===== src/rtl/scan_seq_pkg.sv =====
package scan_seq_pkg;
    localparam int SLOT_COUNT   = 16;
    localparam int SLOT_W       = $clog2(SLOT_COUNT);
    localparam int CTRL_ARM_BIT = 15;
    localparam int CTRL_LEN_LSB = 8;
    localparam int MODE_SCAN    = 3;
    localparam int MODE_EOS_IE  = 1;
    localparam int MODE_EOC_IE  = 0;

    localparam logic [1:0] ADDR_DATA_CTRL = 2'd0;
    localparam logic [1:0] ADDR_STAT_MODE = 2'd1;
    localparam logic [1:0] ADDR_ENTRY     = 2'd2;
    localparam logic [1:0] ADDR_FLUSH     = 2'd3;

    typedef enum logic [1:0] {
        ST_IDLE,
        ST_ARMED,
        ST_WAIT_PACE,
        ST_CONVERT
    } seq_state_e;

    typedef struct packed {
        logic       unipolar;
        logic [1:0] gain;
        logic [3:0] sel;
    } slot_entry_t;
endpackage


===== src/rtl/scan_chanlist.sv =====
module scan_chanlist
    import scan_seq_pkg::*;
#(
    parameter int SLOTS = SLOT_COUNT,
    localparam int IW   = $clog2(SLOTS)
) (
    input  logic        clk_i,
    input  logic        rst_ni,
    input  logic        wr_en_i,
    input  logic [IW-1:0] wr_idx_i,
    input  slot_entry_t wr_entry_i,
    input  logic [IW-1:0] rd_idx_i,
    output slot_entry_t rd_entry_o
);
    slot_entry_t table_q [SLOTS];

    for (genvar g = 0; g < SLOTS; g++) begin : g_slot
        always_ff @(posedge clk_i or negedge rst_ni) begin
            if (!rst_ni) begin
                table_q[g] <= '0;
            end else if (wr_en_i && (wr_idx_i == IW'(g))) begin
                table_q[g] <= wr_entry_i;
            end
        end
    end

    assign rd_entry_o = table_q[rd_idx_i];
endmodule


===== src/rtl/scan_fifo.sv =====
module scan_fifo #(
    parameter int WIDTH = 16,
    parameter int DEPTH = 8,
    localparam int AW   = (DEPTH > 1) ? $clog2(DEPTH) : 1,
    localparam int CW   = $clog2(DEPTH + 1)
) (
    input  logic             clk_i,
    input  logic             rst_ni,
    input  logic             push_i,
    input  logic             pop_i,
    input  logic             flush_i,
    input  logic [WIDTH-1:0] din_i,
    output logic [WIDTH-1:0] dout_o,
    output logic             full_o,
    output logic             empty_o
);
    logic [WIDTH-1:0] mem_q [DEPTH];
    logic [AW-1:0]    wr_q, rd_q;
    logic [CW-1:0]    cnt_q;
    logic             do_push, do_pop;

    assign full_o  = (cnt_q == CW'(DEPTH));
    assign empty_o = (cnt_q == '0);
    assign do_push = push_i && !full_o && !flush_i;
    assign do_pop  = pop_i && !empty_o && !flush_i;
    assign dout_o  = mem_q[rd_q];

    function automatic logic [AW-1:0] bump(input logic [AW-1:0] p);
        return (p == AW'(DEPTH - 1)) ? '0 : p + 1'b1;
    endfunction

    always_ff @(posedge clk_i) begin
        if (do_push) mem_q[wr_q] <= din_i;
    end

    always_ff @(posedge clk_i or negedge rst_ni) begin
        if (!rst_ni) begin
            wr_q  <= '0;
            rd_q  <= '0;
            cnt_q <= '0;
        end else if (flush_i) begin
            wr_q  <= '0;
            rd_q  <= '0;
            cnt_q <= '0;
        end else begin
            if (do_push) wr_q <= bump(wr_q);
            if (do_pop)  rd_q <= bump(rd_q);
            cnt_q <= cnt_q + CW'(do_push) - CW'(do_pop);
        end
    end

    a_r7_no_overflow: assert property (@(posedge clk_i) disable iff (!rst_ni)
        cnt_q <= CW'(DEPTH));
    a_r7_full_drops: assert property (@(posedge clk_i) disable iff (!rst_ni)
        (full_o && push_i && !pop_i && !flush_i) |=> full_o && $stable(wr_q));
    a_r11_flush_empties: assert property (@(posedge clk_i) disable iff (!rst_ni)
        flush_i |=> empty_o);
endmodule


===== src/rtl/scan_seq_fsm.sv =====
module scan_seq_fsm
    import scan_seq_pkg::*;
#(
    parameter int CTRL_W = 16
) (
    input  logic              clk_i,
    input  logic              rst_ni,
    input  logic              ctrl_wr_i,
    input  logic [CTRL_W-1:0] ctrl_wdata_i,
    input  logic              scan_en_i,
    input  logic              pace_i,
    input  logic              ext_start_i,
    input  logic              cnv_done_i,
    output seq_state_e        state_o,
    output logic [SLOT_W-1:0] slot_o,
    output logic              cnv_start_o,
    output logic              done_accept_o,
    output logic              scan_last_o
);
    seq_state_e        state_q, state_nx;
    logic [SLOT_W-1:0] start_q, len_q, pos_q;

    // state register
    always_ff @(posedge clk_i or negedge rst_ni) begin
        if (!rst_ni) state_q <= ST_IDLE;
        else         state_q <= state_nx;
    end

    // next state: host control write overrides every transition
    always_comb begin
        state_nx = state_q;
        unique case (state_q)
            ST_IDLE:      state_nx = ST_IDLE;
            ST_ARMED:     if (ext_start_i) state_nx = ST_WAIT_PACE;
            ST_WAIT_PACE: if (pace_i)      state_nx = ST_CONVERT;
            ST_CONVERT:   if (cnv_done_i)  state_nx = ST_WAIT_PACE;
            default:      state_nx = ST_IDLE;
        endcase
        if (ctrl_wr_i) begin
            if (ctrl_wdata_i == '0)              state_nx = ST_IDLE;
            else if (ctrl_wdata_i[CTRL_ARM_BIT]) state_nx = ST_ARMED;
            else                                 state_nx = ST_WAIT_PACE;
        end
    end

    // outputs
    always_comb begin
        cnv_start_o   = (state_q == ST_WAIT_PACE) && pace_i && !ctrl_wr_i;
        done_accept_o = (state_q == ST_CONVERT) && cnv_done_i && !ctrl_wr_i;
        scan_last_o   = done_accept_o && (!scan_en_i || (pos_q == len_q));
    end

    always_ff @(posedge clk_i or negedge rst_ni) begin
        if (!rst_ni) begin
            start_q <= '0;
            len_q   <= '0;
            pos_q   <= '0;
        end else if (ctrl_wr_i) begin
            start_q <= ctrl_wdata_i[SLOT_W-1:0];
            len_q   <= ctrl_wdata_i[CTRL_LEN_LSB +: SLOT_W];
            pos_q   <= '0;
        end else if (done_accept_o) begin
            pos_q <= scan_last_o ? '0 : pos_q + 1'b1;
        end
    end

    assign state_o = state_q;
    assign slot_o  = start_q + pos_q;

    a_r4_start_then_busy: assert property (@(posedge clk_i) disable iff (!rst_ni)
        cnv_start_o |=> (state_q == ST_CONVERT));
    a_r6_stop_to_idle: assert property (@(posedge clk_i) disable iff (!rst_ni)
        (ctrl_wr_i && (ctrl_wdata_i == '0)) |=> (state_q == ST_IDLE) && (pos_q == '0));
    a_r5_armed_no_start: assert property (@(posedge clk_i) disable iff (!rst_ni)
        (state_q == ST_ARMED && !ext_start_i && !ctrl_wr_i) |=> !cnv_start_o);
endmodule


===== src/rtl/scan_sequencer.sv =====
module scan_sequencer
    import scan_seq_pkg::*;
#(
    parameter int DATA_W     = 16,
    parameter int FIFO_DEPTH = 8
) (
    input  logic              clk_i,
    input  logic              rst_ni,
    input  logic              bus_wr_i,
    input  logic              bus_rd_i,
    input  logic [1:0]        bus_addr_i,
    input  logic [DATA_W-1:0] bus_wdata_i,
    output logic [DATA_W-1:0] bus_rdata_o,
    input  logic              pace_i,
    input  logic              ext_start_i,
    output logic              cnv_start_o,
    output logic [3:0]        cnv_sel_o,
    output logic [1:0]        cnv_gain_o,
    output logic              cnv_unipolar_o,
    input  logic              cnv_done_i,
    input  logic [DATA_W-1:0] cnv_data_i,
    output logic              eos_o,
    output logic              irq_o
);
    seq_state_e        state;
    logic [SLOT_W-1:0] slot;
    slot_entry_t       cur_entry, new_entry;
    logic              done_accept, scan_last;
    logic              wr_ctrl, wr_mode, wr_entry, rd_pop, rd_stat, rd_flush;
    logic              scan_en_q, eos_ie_q, eoc_ie_q;
    logic              eoc_flag_q, eos_flag_q, eos_q;
    logic              fifo_full, fifo_empty;
    logic [DATA_W-1:0] fifo_dout, status;

    assign wr_ctrl  = bus_wr_i && (bus_addr_i == ADDR_DATA_CTRL);
    assign wr_mode  = bus_wr_i && (bus_addr_i == ADDR_STAT_MODE);
    assign wr_entry = bus_wr_i && (bus_addr_i == ADDR_ENTRY);
    assign rd_pop   = bus_rd_i && (bus_addr_i == ADDR_DATA_CTRL);
    assign rd_stat  = bus_rd_i && (bus_addr_i == ADDR_STAT_MODE);
    assign rd_flush = bus_rd_i && (bus_addr_i == ADDR_FLUSH);

    assign new_entry = '{unipolar: bus_wdata_i[7],
                         gain:     bus_wdata_i[5:4],
                         sel:      bus_wdata_i[3:0]};

    scan_chanlist #(.SLOTS(SLOT_COUNT)) i_chanlist (
        .clk_i      (clk_i),
        .rst_ni     (rst_ni),
        .wr_en_i    (wr_entry),
        .wr_idx_i   (bus_wdata_i[CTRL_LEN_LSB +: SLOT_W]),
        .wr_entry_i (new_entry),
        .rd_idx_i   (slot),
        .rd_entry_o (cur_entry)
    );

    scan_seq_fsm #(.CTRL_W(DATA_W)) i_fsm (
        .clk_i         (clk_i),
        .rst_ni        (rst_ni),
        .ctrl_wr_i     (wr_ctrl),
        .ctrl_wdata_i  (bus_wdata_i),
        .scan_en_i     (scan_en_q),
        .pace_i        (pace_i),
        .ext_start_i   (ext_start_i),
        .cnv_done_i    (cnv_done_i),
        .state_o       (state),
        .slot_o        (slot),
        .cnv_start_o   (cnv_start_o),
        .done_accept_o (done_accept),
        .scan_last_o   (scan_last)
    );

    scan_fifo #(.WIDTH(DATA_W), .DEPTH(FIFO_DEPTH)) i_fifo (
        .clk_i   (clk_i),
        .rst_ni  (rst_ni),
        .push_i  (done_accept),
        .pop_i   (rd_pop),
        .flush_i (rd_flush),
        .din_i   (cnv_data_i),
        .dout_o  (fifo_dout),
        .full_o  (fifo_full),
        .empty_o (fifo_empty)
    );

    always_ff @(posedge clk_i or negedge rst_ni) begin
        if (!rst_ni) begin
            scan_en_q  <= 1'b0;
            eos_ie_q   <= 1'b0;
            eoc_ie_q   <= 1'b0;
            eoc_flag_q <= 1'b0;
            eos_flag_q <= 1'b0;
            eos_q      <= 1'b0;
        end else begin
            if (wr_mode) begin
                scan_en_q <= bus_wdata_i[MODE_SCAN];
                eos_ie_q  <= bus_wdata_i[MODE_EOS_IE];
                eoc_ie_q  <= bus_wdata_i[MODE_EOC_IE];
            end
            // a new event wins over the clear-on-read
            if (done_accept)  eoc_flag_q <= 1'b1;
            else if (rd_stat) eoc_flag_q <= 1'b0;
            if (scan_last)    eos_flag_q <= 1'b1;
            else if (rd_stat) eos_flag_q <= 1'b0;
            eos_q <= scan_last;
        end
    end

    always_comb begin
        status     = '0;
        status[15] = (state == ST_CONVERT);
        status[14] = eoc_flag_q;
        status[13] = eos_flag_q;
        status[2]  = fifo_full;
        status[1]  = fifo_empty;
        unique case (bus_addr_i)
            ADDR_DATA_CTRL: bus_rdata_o = fifo_empty ? '0 : fifo_dout;
            ADDR_STAT_MODE: bus_rdata_o = status;
            default:        bus_rdata_o = '0;
        endcase
    end

    assign cnv_sel_o      = cur_entry.sel;
    assign cnv_gain_o     = cur_entry.gain;
    assign cnv_unipolar_o = cur_entry.unipolar;
    assign eos_o          = eos_q;
    assign irq_o          = (eoc_flag_q && eoc_ie_q) || (eos_flag_q && eos_ie_q);

    a_r8_eos_after_done: assert property (@(posedge clk_i) disable iff (!rst_ni)
        eos_o |-> $past(cnv_done_i));
    a_r9_read_clears: assert property (@(posedge clk_i) disable iff (!rst_ni)
        (rd_stat && !cnv_done_i) |=> !eoc_flag_q && !eos_flag_q);
    a_r6_no_push_when_idle: assert property (@(posedge clk_i) disable iff (!rst_ni)
        (state == ST_IDLE) |=> !eos_o);
endmodule


===== config.mk =====
export PLATFORM = sky130hd
export DESIGN_NAME = scan_sequencer
export DESIGN_NICKNAME = d
export VERILOG_FILES = /design/src/rtl/scan_seq_pkg.sv /design/src/rtl/scan_chanlist.sv /design/src/rtl/scan_fifo.sv /design/src/rtl/scan_seq_fsm.sv /design/src/rtl/scan_sequencer.sv
export SDC_FILE = /design/constraint.sdc
export NUM_CORES = 1
export LEC_CHECK = 0
export ABC_AREA = 0
export BUFFER_PORTS_ARGS = -buffer_cell sky130_fd_sc_hd__buf_2
export CORE_AREA = 2 2 158 160
export DETAILED_ROUTE_END_ITERATION = 10
export DIE_AREA = 0 0 160 162
export PLACE_DENSITY = 0.68
export SETUP_SLACK_MARGIN = 0.1
export SYNTH_ARGS = -nofsm -noshare
export SYNTH_HDL_FRONTEND = slang
export SYNTH_HIERARCHICAL = 1
export SYNTH_SLANG_ARGS = --single-unit

===== constraint.sdc =====
create_clock -name clk_i -period 3.4 [get_ports clk_i]
set_input_delay 0.68 -clock clk_i [delete_from_list [all_inputs] [get_ports clk_i]]
set_output_delay 0.68 -clock clk_i [all_outputs]
set_load 0.02 [all_outputs]

==> results of run 1 <==
[layer usage]
metal	GRT usage	share of wire
met1	0.2662	0.43
met2	0.3351	0.50
met3	0.03243	0.046
met4	0.06183	0.026
met5	0	0
[metrics by stage]
step                      instance area, sq um  hold WS, ns  worst slack, ns
final                                    13880       0.1221          0.01841
after global routing                     13880       0.1513         -0.07724
after CTS                                13840       0.1175         0.009477
after detailed placement                 12730       0.4872           0.3392
after global placement                   12730       0.4837           0.3730
after floorplan                          11980       0.3844        -0.004141
[cells by family after synthesis]
kind of cell             share of synthesized area
buffers and inverters                      0.02290
multiplexers                                0.2512
AO/OA/AOI/OAI                              0.02761
XOR/XNOR                                  0.007320
flip-flops                                  0.6182
adder cells (fa/ha/maj)                    0.01799
AND/OR/NAND/NOR                            0.05480
[sequential cells by signal, indices dropped and copies added (netlist names), 2 cells and up]
register	cells
i_fifo/wr_q	3
i_fsm/len_q	4
i_fifo/cnt_q	4
i_fsm/start_q	4
i_fsm/state_o	2
i_chanlist/table_q	112
i_fifo/mem_q	128
i_fifo/rd_q	3
i_fsm/pos_q	4
[cell usage after synthesis, drive strengths merged (2+ instances only)]
library cell	instances	area, sq um
or4	3	22.52
xor2	6	52.55
ha	14	175.2
mux4	60	1441
clkbuf	14	53.80
edfxtp	128	3844
nand2b	7	43.79
o21ai	8	40.04
nor2	21	101.3
nor4	4	25.02
nand4b	2	17.52
nand3	8	40.04
a22o	3	26.28
nor3b	4	30.03
nor3	5	41.29
a211oi	2	15.01
or3	5	31.28
nand2	18	67.56
buf	23	163.9
a22oi	14	105.1
xnor2	4	35.03
nor4b	2	17.52
inv	15	56.30
nor2b	6	37.54
nand3b	4	30.03
dfrtp	142	3553
a21o	3	22.52
or3b	7	61.31
and2	12	76.33
a21oi	16	80.08
mux2	138	1554
fa	2	40.04
[what timing repair did]
item | in CTS | in global routing
setup endpoints to repair | 8 | 15
cloned | 2 | 0
buffers inserted | 3 | 1
gates resized for setup | 28 | 8
pin swaps | 5 | 7
hold endpoints to repair | 0 | 0
hold buffers | 0 | 0
[final cells by class]
type	count	area, sq um
inverter	15	60.06
clock buffer	33	728.2
multi-input combinational	385	4389
timing repair buffer	95	706.9
clock inverter	17	193.9
tap	324	405.4
fill	1863	10220
sequential	270	7401
[how the worst max path moves through the flow]
stage | from | to | slack [ns]
3_5_place_dp | i_fsm/pos_q[0] | cnv_unipolar_o | 0.34
4_1_cts | i_fsm/start_q[0] | cnv_sel_o[3] | 0.009
3_3_place_gp | i_fsm/pos_q[0] | cnv_sel_o[3] | 0.37
6_report | i_fsm/start_q[0] | cnv_gain_o[0] | 0.02
5_1_grt | i_fsm/start_q[0] | cnv_gain_o[0] | -0.08
2_1_floorplan | bus_addr_i[0] | i_fifo/mem_q[2][0] | -0.004
[power by group]
group	switching, mW	total (mW)	internal (mW)
clock	1.20	3.03	1.83
sequential	0.223	3.98	3.76
combinational	1.20	2.52	1.31
total	2.63	9.52	6.90
[worst max-delay path, delay by kind of cell (launching register included)]
kind | cells | cell delay [ns]
AND/OR/NAND/NOR | 1 | 0.09
AO/OA/AOI/OAI | 1 | 0.19
flip-flops | 1 | 0.42
multiplexers | 1 | 0.31
buffers and inverters | 5 | 0.56
adder cells (fa/ha/maj) | 2 | 0.59
==> flow_summary.rst, run 1 <==
.. list-table::
   :header-rows: 1

   * - Metric
     - Value
   * - Placed insts
     - between 1k and 1.5k
   * - Most used cells in the layout excluding fill and tap cells
     - 139 x dfrtp_1, 138 x mux2_2, 128 x edfxtp_1
   * - Number of antenna repair diodes
     - 0
   * - Endpoint of the lowest-slack register-to-register path
     - i_fifo/cnt_q[2]
   * - Cell Chain, Critical Path
     - ha_4 -> inv_2 -> fa_1 -> inv_2 -> buf_12 -> buf_16 -> mux4_2 -> a22oi_2 -> nand2_1 -> buf_6
   * - Deepest level of the CTS H-tree
     - 1
   * - Net count of the mapped netlist
     - about 760
   * - Power per standard cell area
     - 685.9 mW/mm^2
   * - Maximum fanout along the worst path
     - 7
   * - Share of async-settable or async-resettable flops after synthesis
     - 0.5259
   * - Worst max-slew margin expressed relative to the limit
     - 0.5352
   * - Clock transition at the register clock pins on the worst setup and hold paths after CTS
     - around 0.060 ns
   * - Gr usage total
     - 0.1980
   * - Worst-case register-to-register setup slack
     - 0.73 ns
   * - R2r startpoint
     - i_fifo/cnt_q[2]
   * - Setup repair after global routing missed its margin
     - true
   * - Post-layout utilization of the core
     - 0.5760
   * - Largest clock skew in the final design
     - about 0.023 ns
   * - Wire length of the first global-routing pass
     - 40000 um
   * - Insertion delay to the later sink of the worst-skew pair
     - 0.54 ns
   * - Post-route non-filler standard cell count
     - about 1.1k
   * - Fraction of final layout cells with drive strength greater than 1
     - 0.4368
   * - Overall die area
     - 0.02592 sq mm
   * - Number of clock sinks
     - 270
   * - Post-synth EDFFs
     - 128
   * - Critical Path Max Stage Delay
     - 0.42 ns
   * - TritonCTS clock tree
     - yes
   * - Detailed router's first-iteration violation count
     - 481
   * - Vias after detailed routing
     - 6545
   * - Initial cell density of the core
     - 0.4964
   * - Port Buf Inserts
     - 66
   * - Outcome
     - finished, final reports clean
   * - Top_reg_cell synth
     - dfrtp_1
   * - Number of setup violations in the final report
     - 0
   * - Pin count of the biggest net entering global routing
     - 85
   * - Synthesis-to-finish area growth
     - 16.04%
   * - Die extent in x
     - 160 um
   * - Data arrival time of the critical path
     - 2.70 ns
   * - Die Y-Extent
     - 162 um
   * - Number of vias per cell after detailed routing
     - 5.746
   * - Setup TNS
     - 0 ns
   * - Vias in the first global route
     - between 7k and 8k
   * - Final Routed Wirelength
     - 25030 um
   * - Synth Area per Inst
     - 16.92 sq um
   * - Clock period minus final worst setup slack
     - 3.382 ns
   * - Leading cell type in the layout, fill and taps excluded
     - dfrtp_1
   * - First-pass detailed-route iteration total
     - 4
   * - Slowest stage cell, crit path
     - dfrtp_1
   * - Worst r2r path cells
     - 11
   * - WS Path Type
     - flip-flop to output pin
   * - Nets
     - 851
   * - Worst EP required
     - 2.72 ns
   * - Final Max Tran Viols
     - 0
   * - Number of distinct library cells after synthesis
     - 48
   * - Peak clock frequency supported by timing
     - 295.7 MHz
   * - Lkg Pwr
     - 5.596 nW
   * - Worst path most repeated cell
     - inv_2
   * - Library cell used as clock root buffer
     - clkbuf_16
   * - Classification of the worst-slack hold path
     - primary input to async pin
   * - Cell count after synthesis
     - around 700
   * - Max-capacitance violation count
     - 0
   * - Remaining antenna violation count after routing
     - 0
   * - Row Count
     - 57
   * - Drc violations
     - 0
   * - Inserted Clock Buffers
     - 27
   * - CP endpoint kind
     - output pin
   * - Setup crit start kind
     - flip-flop
   * - Share of the yosys chip area belonging to registers
     - 0.6182
   * - PnR Total Power
     - 9.524 mW
   * - Final estimated routing congestion in global placement
     - 0.7804
   * - Flip-flop and latch count after synthesis
     - 270
   * - Post-DP HPWL
     - 15660 um
   * - Syn Std Cell Area
     - 0.01197 sq mm
   * - Number of primary I/O pins
     - between 60 and 70
   * - Average detailed-routed wire length per instance
     - 21.97 um
   * - Yosys warning count
     - 6
   * - Transition time at the pin with the least slew margin
     - 0.6972 ns
   * - Portion of the clock cycle consumed by the worst path in the final layout
     - 0.9946
   * - Clk buf depth
     - 3
   * - Placeable core region
     - about 0.024 sq mm
   * - Hold violation total from the final report
     - 0
   * - Antenna violations before repair
     - 0
   * - Grt total ovfl
     - 0
   * - Max VDD drop
     - 0.5164 mV
Note: power is estimated with default switching activity, not from simulation.
==> run 2, diff against run 1 <==
--- a/config.mk
+++ b/config.mk
@@ -11,7 +11,6 @@
 export DETAILED_ROUTE_END_ITERATION = 10
 export DIE_AREA = 0 0 160 162
 export PLACE_DENSITY = 0.68
-export SETUP_SLACK_MARGIN = 0.1
 export SYNTH_ARGS = -nofsm -noshare
 export SYNTH_HDL_FRONTEND = slang
 export SYNTH_HIERARCHICAL = 1
==> constraint.sdc (replaced) <==
create_clock -name clk_i -period 3.4 [get_ports clk_i]
set_input_delay 0.68 -clock clk_i [delete_from_list [all_inputs] [get_ports clk_i]]
set_output_delay 0.68 -clock clk_i [all_outputs]
set_load 0.05 [all_outputs]
==> run 2 against run 1 <==
The run now ends with negative setup slack left; hold slack improved by 0.19 ns; critical path depth stayed put; maximum frequency is 0.70% lower; register-to-register slack got worse by 0.16 ns; die area did not move; routed wire length down 2.1%; critical endpoint is now cnv_unipolar_o; largest power group unchanged.
==> flow_summary.rst, run 2 (synthesized netlist as in run 1, its figures left out) <==
.. list-table::
   :header-rows: 1

   * - Metric
     - Value
   * - Outcome
     - complete, but fails checks
   * - Violations in the final reports
     - negative setup slack
   * - Grt total ovfl
     - 0
   * - Max VDD drop
     - 0.4852 mV
   * - Setup repair after global routing missed its margin
     - true
   * - Slowest stage cell, crit path
     - fa_1
   * - Lkg Pwr
     - 5.652 nW
   * - Average detailed-routed wire length per instance
     - 21.48 um
   * - Number of logic stages on the critical path including buffering
     - 10
   * - Synthesis-to-finish area growth
     - 16.33%
   * - Post-Route Hold Slack
     - 0.3105 ns
   * - Post-route non-filler standard cell count
     - 1141
   * - Layer with the highest usage
     - met2
   * - Die extent in x
     - 160 um
   * - Drc violations
     - 0
   * - Nets
     - 852
   * - Antenna violations before repair
     - 2
   * - Family of cells with the greatest summed delay on the critical path
     - adder cells
   * - Placeable core region
     - 0.02411 sq mm
   * - Vias after detailed routing
     - 6410
   * - Leading cell type in the layout, fill and taps excluded
     - dfrtp_1
   * - Remaining antenna violation count after routing
     - 0
   * - Row Count
     - 57
   * - Gr usage total
     - 0.1933
   * - Final estimated routing congestion in global placement
     - 0.7467
   * - Number of primary I/O pins
     - 67
   * - Met1 demand-to-capacity share in global routing
     - 0.2364
   * - Vias in the first global route
     - 6978
   * - Deepest level of the CTS H-tree
     - 1
   * - Final Max Tran Viols
     - 0
   * - Data arrival time of the critical path
     - 2.73 ns
   * - Post-layout worst setup margin
     - -0.005332 ns
   * - Clk buf depth
     - 3
   * - R2r startpoint
     - i_fifo/cnt_q[2]
   * - Die Y-Extent
     - approximately 160 um
   * - Placed insts
     - between 1k and 1.5k
   * - Clock period minus final worst setup slack
     - 3.405 ns
   * - Buf/Inv on CP
     - 5
   * - Fraction of final layout cells with drive strength greater than 1
     - 0.4326
   * - Post-layout utilization of the core
     - 0.5774
   * - Overall die area
     - 0.02592 sq mm
   * - Largest clock skew in the final design
     - 0.01057 ns
   * - Filler instances
     - roughly 1.9k
   * - Leading registers by flop count
     - i_fifo/mem_q x128, i_chanlist/table_q x112
   * - Worst r2r path cells
     - 11
   * - Setup crit start kind
     - flip-flop
   * - Initial cell density of the core
     - 0.4964
   * - Wire length of the first global-routing pass
     - 38830 um
   * - Number of setup violations in the final report
     - 1
   * - CP endpoint kind
     - output pin
   * - Insertion delay to the later sink of the worst-skew pair
     - 0.54 ns
   * - Worst path most repeated cell
     - inv_2
   * - Global-route met3 utilization
     - 0.03218
   * - Flip-flop count of the largest register, all copies and words added
     - around 130
   * - Hold-fix buffer count after cts
     - 0
   * - Peak clock frequency supported by timing
     - about 300 MHz
   * - Post-DP HPWL
     - approximately 16000 um
   * - Final Routed Wirelength
     - 24510 um
   * - Most used cells in the layout excluding fill and tap cells
     - 141 x dfrtp_1, 138 x mux2_2, 128 x edfxtp_1
   * - GRT met2 Usage
     - 0.3562
   * - Register ranked first by flip-flop count
     - i_fifo/mem_q
   * - Inserted Clock Buffers
     - 29
   * - Critical Path Max Stage Delay
     - between 0.4 and 0.5 ns
   * - Power per standard cell area
     - 711.1 mW/mm^2
   * - Clock transition at the register clock pins on the worst setup and hold paths after CTS
     - ~0.060 ns
   * - Crit path launch
     - i_fsm/pos_q[0]
   * - Number of clock sinks
     - 270
   * - Port Buf Inserts
     - 66
   * - Worst EP required
     - 2.72 ns
   * - Number of vias per cell after detailed routing
     - 5.618
   * - Library cell used as clock root buffer
     - clkbuf_16
   * - Max-capacitance violation count
     - 0
   * - Setup TNS
     - -0.005332 ns
   * - First-pass detailed-route iteration total
     - 5
   * - Transition time at the pin with the least slew margin
     - approximately 1.1 ns
   * - Portion of the clock cycle consumed by the worst path in the final layout
     - 1.002
   * - Classification of the worst-slack hold path
     - primary input to async pin
   * - Worst max-slew margin expressed relative to the limit
     - 0.2602
   * - Cell Chain, Critical Path
     - ha_2 -> inv_2 -> fa_1 -> inv_2 -> buf_12 -> buf_16 -> mux4_2 -> a22oi_2 -> nand2_1 -> buf_6
   * - TritonCTS clock tree
     - yes
   * - Area taken by multi-input logic gates
     - ~0.0044 sq mm
   * - Post-route design area
     - 0.01392 sq mm
   * - Area used by sequential logic in the layout
     - 0.007398 sq mm
   * - Placed Instance Area
     - about 0.013 sq mm
   * - Hold violation total from the final report
     - 0
   * - Pin count of the biggest net entering global routing
     - 125
   * - Detailed router's first-iteration violation count
     - approximately 370
   * - WS Path Type
     - flip-flop to output pin
   * - Maximum fanout along the worst path
     - 7
-- run 2: final timing paths --
kind                                          end  slack, ns
setup / recovery                   cnv_unipolar_o     -0.005
hold / removal             i_chanlist/table_q[14]       0.31
hold reg to reg            i_chanlist/table_q[39]       0.50
setup reg to reg                  i_fifo/cnt_q[2]       0.57
min in group clk_i               i_fsm/state_o[1]       0.39
max in group asynchronous          i_fifo/rd_q[2]       2.10
-- run 2: power by group --
part | total, mW | switching, mW | internal, mW
Clock | 3.24 | 1.24 | 2.00
Combinational | 2.69 | 1.38 | 1.31
Sequential | 3.97 | 0.214 | 3.76
Total | 9.90 | 2.83 | 7.06
-- run 2: timing repair --
item,in CTS,in global routing
setup buffers,2,0
pin swaps,1,5
resized for setup,23,10
setup endpoints to repair,17,15
cloned,2,0
-- run 2: area by class of cell --
cell class                      instances  share of cell area
Clock inverter                         17             0.01573
Multi-Input combinational cell        385              0.3155
Clock buffer                           35             0.05591
Timing Repair Buffer                   94             0.04800
Sequential cell                       270              0.5315
Tap cell                              324             0.02912
Inverter                               15            0.004045
Antenna cell                            1           0.0001798
-- run 2: per-stage QoR --
| stage | worst slack (ns) | power (mW) |
|---|---|---|
| 2_1_floorplan | -0.01590 | 5.858 |
| 3_3_place_gp | 0.3944 | 6.391 |
| 3_5_place_dp | 0.3669 | 6.486 |
| 4_1_cts | 0.0006197 | 9.978 |
| 5_1_grt | -0.1109 | 10.35 |
| 6_report | -0.005332 | 9.899 |
-- run 2: metal layers --
layer / vias up / routed length, um / part of all wire
li1: 2938 / - / -
met1: 3332 / 9800 / 0.40
met2: 100 / 13290 / 0.54
met3: 38 / 850 / 0.035
met4: 2 / 562 / 0.023
met5: - / 7 / 0.00029
